## src/rtl/eirq_pkg.sv

```systemverilog
`timescale 1ns/1ps
package eirq_pkg;
  typedef enum logic [1:0] {
    TRIG_FALL = 2'b00,
    TRIG_RISE = 2'b01,
    TRIG_LOW  = 2'b10,
    TRIG_HIGH = 2'b11
  } trig_e;

  localparam logic [1:0] ADDR_CTRL = 2'd0;
  localparam logic [1:0] ADDR_TRIG = 2'd1;
  localparam logic [1:0] ADDR_PEND = 2'd2;

  localparam int CTRL_MASKALL = 15;
  localparam int CTRL_GROUP   = 14;
  localparam int CTRL_UNBLOCK = 13;
  localparam int CTRL_RSVD    = 12;
endpackage

```

## src/rtl/eirq_sync.sv

```systemverilog
`timescale 1ns/1ps
module eirq_sync #(
  parameter int W      = 7,
  parameter int STAGES = 2
) (
  input  logic         clk,
  input  logic         rst_n,
  input  logic [W-1:0] din,
  output logic [W-1:0] dout
);
  logic [W-1:0] stg [STAGES];

  always_ff @(posedge clk or negedge rst_n) begin
    if (!rst_n) begin
      for (int s = 0; s < STAGES; s++) stg[s] <= '0;
    end else begin
      stg[0] <= din;
      for (int s = 1; s < STAGES; s++) stg[s] <= stg[s-1];
    end
  end

  assign dout = stg[STAGES-1];
endmodule

```

## src/rtl/eirq_pin_det.sv

```systemverilog
`timescale 1ns/1ps
module eirq_pin_det
  import eirq_pkg::*;
(
  input  logic       clk,
  input  logic       rst_n,
  input  logic       pin_s,
  input  logic [1:0] trig,
  input  logic       clr,
  output logic       req,
  output logic       flag
);
  logic prev_q;
  logic edge_hit;

  always_comb begin
    case (trig_e'(trig))
      TRIG_RISE: edge_hit = pin_s & ~prev_q;
      TRIG_FALL: edge_hit = ~pin_s & prev_q;
      default:   edge_hit = 1'b0;
    endcase
  end

  always_ff @(posedge clk or negedge rst_n) begin
    if (!rst_n) begin
      prev_q <= 1'b0;
      flag   <= 1'b0;
    end else begin
      prev_q <= pin_s;
      flag   <= edge_hit | (flag & ~clr);
    end
  end

  assign req = trig[1] ? (trig[0] ? pin_s : ~pin_s) : flag;
endmodule

```

## src/rtl/eirq_lvl_enc.sv

```systemverilog
`timescale 1ns/1ps
module eirq_lvl_enc #(
  parameter int W = 4
) (
  input  logic         clk,
  input  logic         rst_n,
  input  logic         en,
  input  logic [W-1:0] pins_s,
  output logic [W-1:0] lvl,
  output logic         vld
);
  logic [W-1:0] code;
  logic [W-1:0] code_q;

  assign code = en ? ~pins_s : '0;

  always_ff @(posedge clk or negedge rst_n) begin
    if (!rst_n) code_q <= '0;
    else        code_q <= code;
  end

  assign vld = (code != '0) && (code == code_q);
  assign lvl = vld ? code : '0;
endmodule

```

## src/rtl/eirq_cond.sv

```systemverilog
`timescale 1ns/1ps
module eirq_cond
  import eirq_pkg::*;
#(
  parameter int N_IRQ  = 6,
  parameter int LVL_W  = 4,
  parameter int DATA_W = 16,
  parameter int SYNC_N = 2
) (
  input  logic              clk,
  input  logic              rst_n,
  input  logic              reg_wr,
  input  logic [1:0]        reg_addr,
  input  logic [DATA_W-1:0] reg_wdata,
  output logic [DATA_W-1:0] reg_rdata,
  input  logic [N_IRQ-1:0]  irq_pin,
  input  logic              nmi_pin,
  input  logic              cpu_block,
  input  logic              standby,
  output logic [N_IRQ-1:0]  irq_pend,
  output logic [LVL_W-1:0]  irq_lvl,
  output logic              irq_lvl_vld,
  output logic              nmi_accept
);
  localparam int TRIG_W = 2 * N_IRQ;

  logic              mask_all_q, group_q, unblock_q;
  logic [TRIG_W-1:0] trig_q;
  logic [N_IRQ-1:0]  clr_vec, req_vec, flag_vec;
  logic [N_IRQ:0]    sync_out;
  logic [N_IRQ-1:0]  irq_s;
  logic              nmi_s;
  logic              all_masked;
  logic [LVL_W-1:0]  lvl_raw;
  logic              lvl_vld_raw;
  logic              unused_wd;

  assign unused_wd = reg_wdata[CTRL_RSVD];

  always_ff @(posedge clk or negedge rst_n) begin
    if (!rst_n) begin
      mask_all_q <= 1'b0;
      group_q    <= 1'b1;
      unblock_q  <= 1'b0;
      trig_q     <= '0;
    end else if (reg_wr) begin
      if (reg_addr == ADDR_CTRL) begin
        mask_all_q <= reg_wdata[CTRL_MASKALL];
        group_q    <= reg_wdata[CTRL_GROUP];
        unblock_q  <= reg_wdata[CTRL_UNBLOCK];
      end
      if (reg_addr == ADDR_TRIG) trig_q <= reg_wdata[TRIG_W-1:0];
    end
  end

  assign clr_vec = (reg_wr && reg_addr == ADDR_PEND) ? reg_wdata[N_IRQ-1:0] : '0;

  always_comb begin
    reg_rdata = '0;
    case (reg_addr)
      ADDR_CTRL: begin
        reg_rdata[CTRL_MASKALL] = mask_all_q;
        reg_rdata[CTRL_GROUP]   = group_q;
        reg_rdata[CTRL_UNBLOCK] = unblock_q;
      end
      ADDR_TRIG: reg_rdata[TRIG_W-1:0] = trig_q;
      ADDR_PEND: reg_rdata[N_IRQ-1:0]  = flag_vec;
      default:   reg_rdata = '0;
    endcase
  end

  eirq_sync #(.W(N_IRQ + 1), .STAGES(SYNC_N)) u_sync (
    .clk(clk), .rst_n(rst_n), .din({nmi_pin, irq_pin}), .dout(sync_out)
  );
  assign irq_s = sync_out[N_IRQ-1:0];
  assign nmi_s = sync_out[N_IRQ];

  for (genvar i = 0; i < N_IRQ; i++) begin : g_pin
    eirq_pin_det u_det (
      .clk(clk), .rst_n(rst_n), .pin_s(irq_s[i]),
      .trig(trig_q[2*i+1:2*i]), .clr(clr_vec[i]),
      .req(req_vec[i]), .flag(flag_vec[i])
    );
  end

  eirq_lvl_enc #(.W(LVL_W)) u_enc (
    .clk(clk), .rst_n(rst_n), .en(group_q), .pins_s(irq_s[LVL_W-1:0]),
    .lvl(lvl_raw), .vld(lvl_vld_raw)
  );

  assign all_masked = mask_all_q & ~nmi_s;

  always_comb begin
    irq_pend = req_vec;
    if (group_q) irq_pend[LVL_W-1:0] = '0;
    if (all_masked) irq_pend = '0;
  end

  assign irq_lvl_vld = lvl_vld_raw & ~all_masked;
  assign irq_lvl     = irq_lvl_vld ? lvl_raw : '0;
  assign nmi_accept  = nmi_s & ~standby & ~(cpu_block & ~unblock_q);
endmodule

```

## config.mk

```make
export PLATFORM = sky130hd
export DESIGN_NAME = eirq_cond
export DESIGN_NICKNAME = d
export VERILOG_FILES = /design/src/rtl/eirq_pkg.sv /design/src/rtl/eirq_sync.sv /design/src/rtl/eirq_pin_det.sv /design/src/rtl/eirq_lvl_enc.sv /design/src/rtl/eirq_cond.sv
export SDC_FILE = /design/constraint.sdc
export NUM_CORES = 1
export LEC_CHECK = 0
export BUFFER_PORTS_ARGS = -buffer_cell sky130_fd_sc_hd__clkbuf_2
export CORE_MARGIN = 5
export CORE_UTILIZATION = 52
export DETAILED_ROUTE_END_ITERATION = 7
export HOLD_SLACK_MARGIN = 0.12
export PLACE_DENSITY = 0.8
export SETUP_SLACK_MARGIN = 0.1
export SYNTH_ARGS = -nofsm -noshare
export SYNTH_HDL_FRONTEND = slang
export SYNTH_HIERARCHICAL = 1
export SYNTH_SLANG_ARGS = --single-unit
```

## constraint.sdc

```tcl
create_clock -name clk -period 1.45 [get_ports clk]
set_input_delay 0.145 -clock clk [delete_from_list [all_inputs] [get_ports clk]]
set_output_delay 0.145 -clock clk [all_outputs]
set_load 0.02 [all_outputs]
```

== Word-level counts from Yosys, hierarchy flattened ==
Cells that the tools add are included.
Word-level totals
  memories kept: 0
  ROM bits: 0
  output and inout port bits: 28
  memory bits (writable): 0
  register bits: 45
  input port bits: 30
  latch bits: 0
Cells by class
  bitwise logic cells: 53
  add/sub/neg operators: 0
  div/mod/pow operators: 0
  shifts and indexed selects: 0
  reduce and logical (&&, ||, !) cells: 12
  multipliers: 0
  magnitude comparators: 0
  mux-type cells: 27
  equal/unequal tests: 9
Operator list (count)
  1-bit bitwise AND: 23
  1-bit NOT: 23
  6-bit two-way mux: 3
  4-bit two-way mux: 4
  2-bit by 1-bit == test with 1-bit output, second input constant: 7
  2-bit logical NOT: 7
  1-bit two-way mux: 12
  1-bit one-hot mux with 2 select lines: 6
  6-bit one-hot mux with 2 select lines: 1
  1-bit OR: 6
  4-bit == test: 1
  4-bit NOT: 1
  2-bit AND reduction: 2
  4-bit nonzero test: 1
  3-bit two-way mux: 1
  2-bit == test, second input constant: 1
  1-bit logical AND: 2

== Depth between registers and ports, before layout ==
Gate-level depths: netlist of the first run.
  depth in word-level cells: 6
  gate-level depth with buffers: 6

== Modules after synthesis ==
The synthesis of the first run kept the hierarchy.
By module, submodules not included
  eirq_cond: cells an instance 84, area an instance 952.2 sq um, sequential area each 376.6 sq um, times used 1
  eirq_pin_det: cells an instance 8, area an instance 101.3 sq um, sequential area each 50.0 sq um, times used 6
  eirq_sync: cells an instance 21, area an instance 402.9 sq um, sequential area each 350.3 sq um, times used 1
  eirq_lvl_enc: cells an instance 25, area an instance 240.2 sq um, sequential area each 100.1 sq um, times used 1

== Least setup slack after synthesis of the first run ==
OpenSTA, ideal clock, no wires.
  kind: register -> output
  from: register u_sync.stg (netlist bit u_sync/dout[0])
  to: output irq_lvl[1]
  path slack: -0.034 ns
  data arrival time: 1.339 ns
  stages on the path, launching flop included: 6
  cell sequence: dfrtp_1 buf_4 a22oi_1 o211ai_1 nor4_2 and3_1
On the way
  cells in the longest elaborated chain, start to end: 6
  elaborated cells between the ends (all ways): 8
  classes of those cells: eq/ne (1); mux (3); bitwise (2); reduce/logical (2)
Ends and longest elaborated chain
  from (decl): RTL line eirq_sync.sv:11  | logic [W-1:0] stg [STAGES];
  4-bit NOT *: RTL line eirq_lvl_enc.sv:15  | assign code = en ? ~pins_s : '0;
  4-bit two-way mux *: RTL line eirq_lvl_enc.sv:15
  4-bit == test or 4-bit nonzero test (tied branches): RTL line eirq_lvl_enc.sv:22  | assign vld = (code != '0) && (code == code_q);
  1-bit logical AND *: RTL line eirq_lvl_enc.sv:22
  4-bit two-way mux *: RTL line eirq_lvl_enc.sv:23  | assign lvl = vld ? code : '0;
  named net lvl_raw[1]: RTL line eirq_cond.sv:34  | logic [LVL_W-1:0] lvl_raw;
  4-bit two-way mux *: RTL line eirq_cond.sv:100  | assign irq_lvl = irq_lvl_vld ? lvl_raw : '0;
  to (decl): RTL line eirq_cond.sv:21  | output logic [LVL_W-1:0] irq_lvl,
The timed path passes the listed nets; every way through them passes the cells marked *.

== Final worst setup path of the first run ==
  from: register u_sync.stg (netlist bit u_sync/dout[1])
  to: output irq_lvl[2]
On the way
  cells in the longest elaborated chain, start to end: 6
  elaborated cells between the ends (all ways): 8
  classes of those cells: eq/ne (1); mux (3); bitwise (2); reduce/logical (2)
Ends and longest elaborated chain
  4-bit NOT *: RTL line eirq_lvl_enc.sv:15
  4-bit two-way mux *: RTL line eirq_lvl_enc.sv:15
  4-bit == test or 4-bit nonzero test (tied branches): RTL line eirq_lvl_enc.sv:22
  1-bit logical AND *: RTL line eirq_lvl_enc.sv:22
  named net lvl_vld_raw: RTL line eirq_cond.sv:35  | logic lvl_vld_raw;
  4-bit two-way mux or 1-bit bitwise AND (tied branches): RTL line eirq_lvl_enc.sv:23, eirq_cond.sv:99
  4-bit two-way mux *: RTL line eirq_cond.sv:100
Marks and branches as above.

==> results.md, run 1 <==
- Placer congestion estimate: just over 0.8
- WHS: 0.299 ns
- Maximum fanout encountered on the critical timing path: 5
- Count of mapped cells out of synthesis: ~180
- Reg-to-reg startpoint: u_sync/dout[3]$_DFF_PN0_
- TritonCTS clock tree: built
- Overall die width: roughly 75 microns
- Kind of path behind the tightest hold check: in -> async
- Max Buffers Root-to-Sink: 2
- Critical path type: reg -> out
- Via count of the first global-routing pass: approximately 1.9k
- Top-count cell post-synth: sky130_fd_sc_hd__dfrtp_1
- Worst reg-to-reg path cell count: 4
- Mean cell area of the mapped netlist: about 12 sq um
- Post-detailed-placement cell area: 0.00266 sq mm
- Period utilisation layout: 1.30
- Highest achievable clock rate: around 530 MHz
- ANT nets after route: 0
- Total wire length after detailed routing: about 6.3 mm
- Final setup violation count: 11
- Average routed wire per standard cell: between 15 and 20 microns
- Min Tclk post-route: around 1.9 ns
- Leakage power total: about 1.6 nW
- Largest cells by area after synthesis: sky130_fd_sc_hd__dfrtp_1 50%, sky130_fd_sc_hd__mux2_4 6.8%, sky130_fd_sc_hd__mux2_2 5.6%, sky130_fd_sc_hd__and2_1 3.4%, sky130_fd_sc_hd__nor2b_1 2.8%
- Number of enable-type register cells in the synthesized netlist: 0
- Number of inserted diodes: 0
- Final hold violation count: 0
- Final Worst Setup Slack: -0.432 ns
- Overall overflow remaining after global route: 0
- Slew Limit Headroom: 0.663
- DR DRC count: 0
- Slew at the pin closest to its max-slew limit: slightly above 0.5 ns
- Post-synthesis cell type with the largest combined area: sky130_fd_sc_hd__dfrtp_1
- Async SR Flop Fraction: 1.00
- Count of different cell masters after synthesis: 32
- Final Net Count: about 320
- Unrepaired setup endpoints after global routing: yes
- Layout cells sized above 1: 0.571
- Result of the run: finished with violations
- Synthesis-to-finish area growth: 56.0%
- Maximum Capacitance Violations: 0
- Overall via count from detail_route: roughly 1.8k
- CTS HTree Levels: 2
- Power after layout: 0.00390 W
- Top cell type's share of synthesized area: 0.500
- Category of the worst setup path launch point: flip-flop
- First-pass iteration count of the detailed router: 4
- Std cell rows: 23
- Number of DRC markers after the initial detailed-route iteration: 150
- FILL cells: 188
- Vertical die dimension: approximately 75 microns
- Seq cells post-synth: 45
- Worst Path Arrival: 1.74 ns
- Maximum resistive drop on vdd: 0.973 mV
- Starting density of the core: 0.543
- Placed cell count: 290
- Number of buffers inserted by port buffering: 55
- Antenna violations before repair: 0
- List of most frequent post-synthesis cells: 44 x sky130_fd_sc_hd__dfrtp_1, 12 x sky130_fd_sc_hd__and2_1, 11 x sky130_fd_sc_hd__mux2_2, 10 x sky130_fd_sc_hd__mux2_4, 10 x sky130_fd_sc_hd__nor2b_1
- Clock root cell: sky130_fd_sc_hd__clkbuf_8
- Register clock-pin slew on the reported worst setup and hold paths: roughly 0.080 ns
- Utilization after layout: 0.847
- Overall die area: around 0.0056 sq mm
- Number of ports placed on the die boundary: 58
- Pin count of the biggest net entering global routing: 24
- Final std cell area, no fill: about 0.0034 sq mm
- CTS sink cnt: 45
- Primary FF master, synth: sky130_fd_sc_hd__dfrtp_1
- Yosys warns: 6
- Clk_lat worst skew: ~0.29 ns
- Setup crit start: u_sync/dout[1]$_DFF_PN0_
- Data required, critical path: approximately 1.3 ns
- Non-filler instance count after layout: 337
- Overall global routing resource usage: 0.225
- Total clock buffers created by CTS: 5
- Power density over the cells: about 1100 mW/mm^2
- Post-synthesis instance area: 0.00220 sq mm
- Post-detailed-placement half-perimeter wirelength: about 3.7 mm
- Global-route wire length before repair: 9.41 mm
- Net Count, Synth: approximately 210
- Number of vias per cell after detailed routing: about 5.5
- Post-synthesis sequential area ratio: 0.512
- Worst setup EP type: output pin
- Failing checks: negative setup slack
- Max Transition Viols Final: 0
- Final clock skew: roughly 0.0023 ns
- Core Region: between 0.004 and 0.005 sq mm
## metal layers
layer	GRT usage	wire [microns]	vias up
li1	-	-	831
met1	0.279	2630	951
met2	0.397	3320	51
met3	0.0427	287	8
met4	0.0672	92	0
met5	0	0	-
## path summary, 6_finish.rpt
path | end | slack (ns)
hold / removal | u_sync/dout[2]$_DFF_PN0_ | 0.30
max in group asynchronous | group_q$_DFFE_PN1P_ | 0.59
hold reg to reg | u_sync/dout[3]$_DFF_PN0_ | 0.36
setup reg to reg | g_pin[3].u_det/flag$_DFF_PN0_ | 0.10
setup / recovery | irq_lvl[2] | -0.43
min in group clk | u_sync/dout[3]$_DFF_PN0_ | 0.36
## cell families (layout without fill, tap and decap cells)
family                     count (synthesis)  in the layout  synth area share
xor gates and xnor gates                   9              9            0.0358
buffers and inverters                     19            128            0.0494
AOI/OAI and AO/OA                         15             15            0.0545
other                                      1              1           0.00170
DFF                                       45             45             0.512
adders and majority gates                  3              3            0.0170
muxes                                     21             21             0.124
and+or+nand+nor                           65             65             0.206
## per-stage QoR
stage | setup slack (ns) | setup TNS, ns
finish | -0.432 | -3.42
global route | -0.540 | -4.09
CTS | -0.431 | -3.48
detailed placement | -0.107 | -0.459
global placement | -0.0887 | -0.253
floorplan | 0.0152 | 0
## registers in the layout, summed over array words and instances, names as in the netlist
name / cells
mask_all_q: 1
trig_q: 12
g_pin.u_det/flag: 6
g_pin.u_det/prev_q: 6
u_enc/code_q: 4
unblock_q: 1
u_sync/dout: 7
u_sync/stg: 7
group_q: 1
## cell usage in the layout, fill, tap and decap left out, types with 3 or more instances in the layout
cell | synthesis | routed
sky130_fd_sc_hd__xnor2_1 | 7 | 4
sky130_fd_sc_hd__and3_4 | 0 | 4
sky130_fd_sc_hd__and3_2 | 6 | 6
sky130_fd_sc_hd__inv_1 | 8 | 8
sky130_fd_sc_hd__nor3b_4 | 0 | 4
sky130_fd_sc_hd__dfrtp_1 | 44 | 36
sky130_fd_sc_hd__dfrtp_2 | 0 | 8
sky130_fd_sc_hd__nor4b_1 | 6 | 5
sky130_fd_sc_hd__and2_1 | 12 | 8
sky130_fd_sc_hd__xnor2_2 | 0 | 3
sky130_fd_sc_hd__mux2_2 | 11 | 5
sky130_fd_sc_hd__buf_6 | 1 | 11
sky130_fd_sc_hd__and2_4 | 0 | 4
sky130_fd_sc_hd__a22oi_2 | 0 | 5
sky130_fd_sc_hd__a211o_1 | 6 | 6
sky130_fd_sc_hd__nand2_1 | 4 | 4
sky130_fd_sc_hd__clkbuf_8 | 0 | 8
sky130_fd_sc_hd__clkbuf_2 | 0 | 40
sky130_fd_sc_hd__buf_4 | 8 | 25
sky130_fd_sc_hd__nor2b_1 | 10 | 8
sky130_fd_sc_hd__mux2_4 | 10 | 16
sky130_fd_sc_hd__dlygate4sd3_1 | 0 | 23
sky130_fd_sc_hd__nor4bb_1 | 6 | 6
sky130_fd_sc_hd__buf_8 | 0 | 7
## cell type report
| cell class | instances | area (sq um) | share of cell area |
|---|---|---|---|
| multi-input combinational | 114 | 1170 | 0.339 |
| sequential | 45 | 1140 | 0.331 |
| timing repair buffer | 112 | 933 | 0.272 |
| clock buffer | 6 | 72.6 | 0.0211 |
| tap | 50 | 62.6 | 0.0182 |
| clock inverter | 2 | 35.0 | 0.0102 |
| inverter | 8 | 30.0 | 0.00874 |
## report_power, final
part / switching [W] / internal (W)
registers: 0.000219 / 0.00143
clock network: 0.000421 / 0.000512
logic: 0.000532 / 0.000786
## what timing repair did
| item | CTS | global route |
|---|---|---|
| gates resized for setup | 47 | 43 |
| hold endpoints to repair | 66 | 0 |
| hold buffers | 23 | 0 |
| pin swaps | 11 | 8 |
| setup buffers | 11 | 6 |
| setup endpoints to repair | 13 | 18 |
## critical path, stage by stage, from the launching register on
cell and delay (ns):
sky130_fd_sc_hd__dfrtp_2 0.46, sky130_fd_sc_hd__xor2_2 0.18, sky130_fd_sc_hd__nand4b_1 0.14, sky130_fd_sc_hd__buf_4 0.18, sky130_fd_sc_hd__nor2_4 0.15, sky130_fd_sc_hd__and3_4 0.20
sky130_fd_sc_hd__clkbuf_8 0.14
Note: power is estimated with default switching activity, not from simulation.
==> run 2, diff against run 1 <==
Settings changed: CORE_UTILIZATION 52 to 50, PLACE_DENSITY 0.8 to 0.77.
==> results.md, run 2 (synthesis gave the netlist of run 1 again) <==
- Part of the power in the clock network: 0.227 (-0.012)
- Worst setup EP type: output pin
- CTS sink cnt: 45 (unchanged)
- Pin count of the biggest net entering global routing: 26 (+8.3%)
- Top register by number of flip-flops: trig_q
- FILL cells: 242 (+29%)
- Via count of the first global-routing pass: 1899 (+0.74%)
- Most frequent cells in the layout: 41 x sky130_fd_sc_hd__clkbuf_2, 38 x sky130_fd_sc_hd__dfrtp_1, 29 x sky130_fd_sc_hd__buf_4
- Seq pwr share: 0.443 (+0.020)
- Number of vias per cell after detailed routing: 5.37 (-1.7%)
- Critical path type: reg -> out
- Final hold violation count: 0 (unchanged)
- Post-detailed-placement half-perimeter wirelength: 3.63 mm (-1.0%)
- Final Net Count: 319 (unchanged)
- Std cell rows: 24 (+4.3%)
- Total clock buffers created by CTS: 5 (unchanged)
- Period utilisation layout: 1.37 (+0.0683)
- Power density over the cells: 1090 mW/mm^2 (-3.6%)
- Leading cell type in the layout, fill and taps excluded: sky130_fd_sc_hd__clkbuf_2
- Core Region: 0.00432 sq mm (+6.6%)
- Max Buffers Root-to-Sink: 2 (unchanged)
- Post-detailed-placement cell area: 0.00267 sq mm (+0.38%)
- Power after layout: 0.00369 W (-5.4%)
- Result of the run: finished with violations
- Final setup violation count: 11 (unchanged)
- Number of ports placed on the die boundary: 58 (unchanged)
- Final std cell area, no fill: 0.00337 sq mm (-1.9%)
- Highest achievable clock rate: 505 MHz (-5.0%)
- Max FFs per register: 12 (unchanged)
- Min Tclk post-route: 1.98 ns (+0.0990 ns)
- Unrepaired setup endpoints after global routing: yes
- Average routed wire per standard cell: 18.4 microns (-1.8%)
- Maximum fanout encountered on the critical timing path: 3 (-2)
- Slew Limit Headroom: 0.497 (-0.167)
- CTS HTree Levels: 2 (unchanged)
- Maximum Capacitance Violations: 0 (unchanged)
- DR DRC count: 0 (unchanged)
- Total wire length after detailed routing: 6.25 mm (-1.2%)
- Category of the worst setup path launch point: flip-flop
- Antenna violations before repair: 0 (unchanged)
- TritonCTS clock tree: built
- Worst Path Arrival: 1.84 ns (+0.10 ns)
- Final Worst Setup Slack: -0.531 ns (-0.0990 ns)
- Utilization after layout: 0.780 (-0.0670)
- ANT nets after route: 0 (unchanged)
- Starting density of the core: 0.510 (-0.0335)
- Placer congestion estimate: 0.727 (-13%)
- Max Transition Viols Final: 0 (unchanged)
- Number of inserted diodes: 0 (unchanged)
- Switching power of the nets: 0.00112 W (-4.5%)
- Overall die area: 0.00583 sq mm (+3.5%)
- Overall overflow remaining after global route: 0 (unchanged)
- Data required, critical path: 1.31 ns (about the same)
- Number of DRC markers after the initial detailed-route iteration: 124 (-17%)
- Clock root cell: sky130_fd_sc_hd__clkbuf_8
- Leakage power total: 1.57 nW (-2.1%)
- Clk_lat worst skew: 0.29 ns (about the same)
- Layout cells sized above 1: 0.554 (-0.0174)
- First-pass iteration count of the detailed router: 4 (unchanged)
- Cell-internal power: 0.00257 W (-5.8%)
- Kind of path behind the tightest hold check: in -> async
- Overall die width: 76.4 microns (+1.7%)
- Global-route wire length before repair: 9.49 mm (+0.81%)
- Switching share of power: 0.303 (+0.00278)
- Slew at the pin closest to its max-slew limit: 0.754 ns (+0.251 ns)
- Number of buffers inserted by port buffering: 55 (unchanged)
- Register clock-pin slew on the reported worst setup and hold paths: 0.08 ns (about the same)
- Failing checks: negative setup slack
- Vertical die dimension: 76.4 microns (+1.7%)
- Final clock skew: 0.00492 ns (+0.00266 ns)
- Combinational share of power: 0.330 (-0.008)
- Synthesis-to-finish area growth: 53.1%
- Maximum resistive drop on vdd: 0.701 mV (-28%)
- Overall via count from detail_route: 1821 (-1.1%)
- Overall global routing resource usage: 0.203 (-0.0219)
[run 2: path summary, 6_finish.rpt]
path | from | slack (ns) | depth (start not counted) | end
setup reg to reg | u_sync/dout[3]$_DFF_PN0_ | 0.02 | 5 | g_pin[3].u_det/flag$_DFF_PN0_
min in group clk | u_sync/stg[13]$_DFF_PN0_ | 0.35 | 0 | u_sync/dout[6]$_DFF_PN0_
hold reg to reg | u_sync/stg[13]$_DFF_PN0_ | 0.35 | 0 | u_sync/dout[6]$_DFF_PN0_
hold / removal | rst_n | 0.25 | 2 | g_pin[1].u_det/flag$_DFF_PN0_
setup / recovery | u_enc/code_q[1]$_DFF_PN0_ | -0.53 | 6 | irq_lvl[0]
max in group asynchronous | rst_n | 0.67 | 3 | group_q$_DFFE_PN1P_
[run 2: cell type report]
cell class	count	area [sq um]	area share
repair buffers	112	913	0.271
inverters	8	30.0	0.00890
clock buffers	7	96.3	0.0286
flip-flops and latches	45	1130	0.336
clock inverters	1	5.00	0.00148
multi-input cells	114	1130	0.335
well taps	52	65.1	0.0193
[run 2: power groups by stage]
stage                     sequential [W]  combinational, W  clock, W
after CTS                        0.00160           0.00109  0.000852
after floorplan                  0.00158          0.000588         0
after detailed placement         0.00163          0.000858         0
after global placement           0.00161          0.000839         0
final                            0.00163           0.00122  0.000838
after global routing             0.00166           0.00129  0.000893
[run 2: through the flow]
step	hold slack, ns	setup slack, ns	instances	TNS, ns
floorplan	-0.151	0.0152	178	0
global placement	0.0301	-0.0980	293	-0.288
detailed placement	0.0268	-0.130	293	-0.609
CTS	0.249	-0.399	334	-3.15
global route	0.290	-0.578	339	-4.56
finish	0.247	-0.531	339	-4.01
[run 2: worst max-delay path, stage by stage (launching register included)]
cell and delay, ns:
sky130_fd_sc_hd__dfrtp_1 0.43, sky130_fd_sc_hd__xor2_2 0.26, sky130_fd_sc_hd__nand4b_1 0.14, sky130_fd_sc_hd__buf_4 0.18, sky130_fd_sc_hd__a211oi_1 0.21, sky130_fd_sc_hd__and3_4 0.23, sky130_fd_sc_hd__buf_8 0.10
[run 2: what timing repair did]
| action | CTS | global route |
|---|---|---|
| hold buffers | 23 | 0 |
| setup endpoints to repair | 13 | 19 |
| endpoints found under the hold margin | 66 | 0 |
| gates resized for setup | 38 | 39 |
| pin swaps | 5 | 8 |
| buffers inserted | 10 | 7 |
[run 2: layer usage]
| layer | vias up | global-route usage | part of all wire |
|---|---|---|---|
| met5 | - | 0 | 0 |
| met4 | 0 | 0.103 | 0.040 |
| met3 | 20 | 0.0461 | 0.043 |
| met2 | 58 | 0.354 | 0.53 |
| met1 | 913 | 0.231 | 0.39 |
| li1 | 830 | - | - |
==> run 3, diff against run 2 <==
Settings changed: CORE_UTILIZATION 50 to 47, PLACE_DENSITY 0.77 to 0.76.
Clock period 1.45 ns to 1.6 ns, I/O delays scaled along.
==> results.md, run 3 (synthesis gave the netlist of run 1 again) <==
- Layout cells sized above 1: 0.507 (-0.0468)
- Slowest cell on the critical path: sky130_fd_sc_hd__dfstp_2
- Clock root cell: sky130_fd_sc_hd__clkbuf_8
- Final Net Count: 308 (-3.4%)
- Total clock buffers created by CTS: 5 (unchanged)
- Max FFs per register: 12 (unchanged)
- Antenna violations before repair: 0 (unchanged)
- Leakage power total: 1.56 nW (-0.80%)
- Non-filler instance count after layout: 330 (-2.7%)
- Overall die area: 0.00616 sq mm (+5.5%)
- Std cell rows: 25 (+4.2%)
- Slew Limit Headroom: 0.619 (+0.122)
- Max Buffers Root-to-Sink: 2 (unchanged)
- Pin count of the biggest net entering global routing: 27 (+3.8%)
- Final Worst Setup Slack: -0.327 ns (+0.204 ns)
- Final setup violation count: 9 (-2)
- CTS sink cnt: 45 (unchanged)
- Via count of the first global-routing pass: 1827 (-3.8%)
- Crit path cell chain: nor2b_4 -> nand2_2 -> nor4_2 -> and3_1 -> clkbuf_8
- Kind of path behind the tightest hold check: reg -> reg
- Result of the run: finished with violations
- Overall via count from detail_route: 1716 (-5.8%)
- Worst setup EP type: output pin
- Failing checks: negative setup slack
- Setup Total Neg Slack: -2.05 ns (+1.96 ns)
- Most frequent cells in the layout: 43 x sky130_fd_sc_hd__clkbuf_2, 40 x sky130_fd_sc_hd__dfrtp_1, 23 x sky130_fd_sc_hd__dlygate4sd3_1
- Number of inserted diodes: 0 (unchanged)
- Total wire length after detailed routing: 5.54 mm (-11%)
- Core Region: 0.00463 sq mm (+7.1%)
- TritonCTS clock tree: built
- Buffering stage count on the worst path with inverters included: 1 (-1)
- Min Tclk post-route: approximately 1.9 ns
- Vertical die dimension: 78.5 microns (+2.7%)
- Synthesis-to-finish area growth: 48.0%
- Worst Path Arrival: 1.77 ns (-0.07 ns)
- DR DRC count: 0 (unchanged)
- Number of DRC markers after the initial detailed-route iteration: 147 (+19%)
- Overall die width: 78.5 microns (+2.7%)
- Slew at the pin closest to its max-slew limit: 0.572 ns (-0.182 ns)
- Overall global routing resource usage: 0.183 (-0.0196)
- Final hold violation count: 0 (unchanged)
- Starting density of the core: 0.476 (-0.0336)
- Average routed wire per standard cell: 16.8 microns (-9.0%)
- Post-detailed-placement half-perimeter wirelength: 3.44 mm (-5.4%)
- Number of buffers inserted by port buffering: 55 (unchanged)
- Maximum fanout encountered on the critical timing path: 4 (+1)
- Final std cell area, no fill: 0.00326 sq mm (-3.3%)
- Highest achievable clock rate: approximately 520 MHz
- Unrepaired setup endpoints after global routing: yes
- Number of vias per cell after detailed routing: 5.20 (-3.2%)
- Clk_lat worst skew: 0.30 ns (about the same)
- Maximum Capacitance Violations: 0 (unchanged)
- Biggest cell delay along the critical path: 0.58 ns (+0.15 ns)
- Global-route wire length before repair: 8.90 mm (-6.2%)
- Period utilisation layout: 1.20
- Overall overflow remaining after global route: 0 (unchanged)
- Max Transition Viols Final: 0 (unchanged)
- Register clock-pin slew on the reported worst setup and hold paths: 0.09 ns (about the same)
- Placed cell count: 285 (-2.7%)
- Data required, critical path: 1.44 ns (+0.13 ns)
- Final clock skew: 0.0110 ns (+0.00612 ns)
- Leading cell type in the layout, fill and taps excluded: sky130_fd_sc_hd__clkbuf_2
- Category of cells accounting for the largest share of critical-path delay: simple AND/OR/NAND/NOR gates
- Top register by number of flip-flops: trig_q
- Placer congestion estimate: 0.848 (+17%)
- ANT nets after route: 0 (unchanged)
- Power density over the cells: 1030 mW/mm^2 (-6.3%)
- Number of ports placed on the die boundary: 58 (unchanged)
- Critical path type: reg -> out
- Power after layout: 0.00335 W (-9.4%)
- CTS HTree Levels: 2 (unchanged)
- Post-detailed-placement cell area: 0.00255 sq mm (-4.4%)
- Register-to-register path setup slack: 0.37 ns (+0.35 ns)
- First-pass iteration count of the detailed router: 4 (unchanged)
- Category of the worst setup path launch point: flip-flop
- Maximum resistive drop on vdd: 0.661 mV (-5.7%)
[run 3: final timing paths]
| path | startpoint | end | cells past startpoint |
|---|---|---|---|
| worst max-delay path | group_q$_DFFE_PN1P_ | irq_lvl[1] | 5 |
| worst min-delay path | u_sync/stg[7]$_DFF_PN0_ | u_sync/dout[0]$_DFF_PN0_ | 0 |
| worst max register to register | u_sync/dout[0]$_DFF_PN0_ | g_pin[0].u_det/flag$_DFF_PN0_ | 4 |
| worst min register to register | u_sync/stg[7]$_DFF_PN0_ | u_sync/dout[0]$_DFF_PN0_ | 0 |
| max in group asynchronous | rst_n | u_sync/dout[2]$_DFF_PN0_ | 3 |
| min in group asynchronous | rst_n | u_enc/code_q[3]$_DFF_PN0_ | 2 |
[run 3: layout make-up]
type / count / area, sq um
Multi-Input combinational cell: 114 / 1110
Tap cell: 54 / 67.6
Fill cell: 319 / 1370
Sequential cell: 45 / 1130
Timing Repair Buffer: 101 / 816
Clock buffer: 7 / 96.3
Inverter: 8 / 30.0
Clock inverter: 1 / 5.00
[run 3: per-layer routing]
layer / track usage / part of all wire / vias to the layer above
met3: 0.0390 / 0.053 / 9
met4: 0.0420 / 0.012 / 0
met2: 0.316 / 0.50 / 57
met5: 0 / 0 / -
met1: 0.236 / 0.44 / 839
li1: - / - / 811
[run 3: timing repair]
item,4_1_cts,5_1_grt
gates resized for setup,45,29
hold buffers,23,0
pin swaps,6,9
buffers inserted,12,2
hold endpoints to repair,40,0
setup endpoints to repair,11,12
[run 3: per-stage QoR]
stage                     hold slack (ns)   util  worst slack [ns]
final                               0.355  0.705            -0.327
after global routing                0.359  0.705            -0.369
after CTS                           0.356  0.679            -0.240
after detailed placement            0.175  0.550            0.0155
after global placement              0.169  0.550            0.0688
after floorplan                    -0.136      -             0.101
[run 3: report_power, final]
part	internal (W)	switching [W]	total [W]
Combinational	0.000667	0.000435	0.00110
Sequential	0.00129	0.000176	0.00147
Clock	0.000391	0.000383	0.000774
Total	0.00235	0.000994	0.00335
[run 3: worst reg2reg max path, delay by kind of cell, from the launching register on]
kind	cells	cell delay, ns
AOI/OAI and AO/OA	1	0.15
buffers and inverters	2	0.27
DFF	1	0.45
and+or+nand+nor	1	0.31
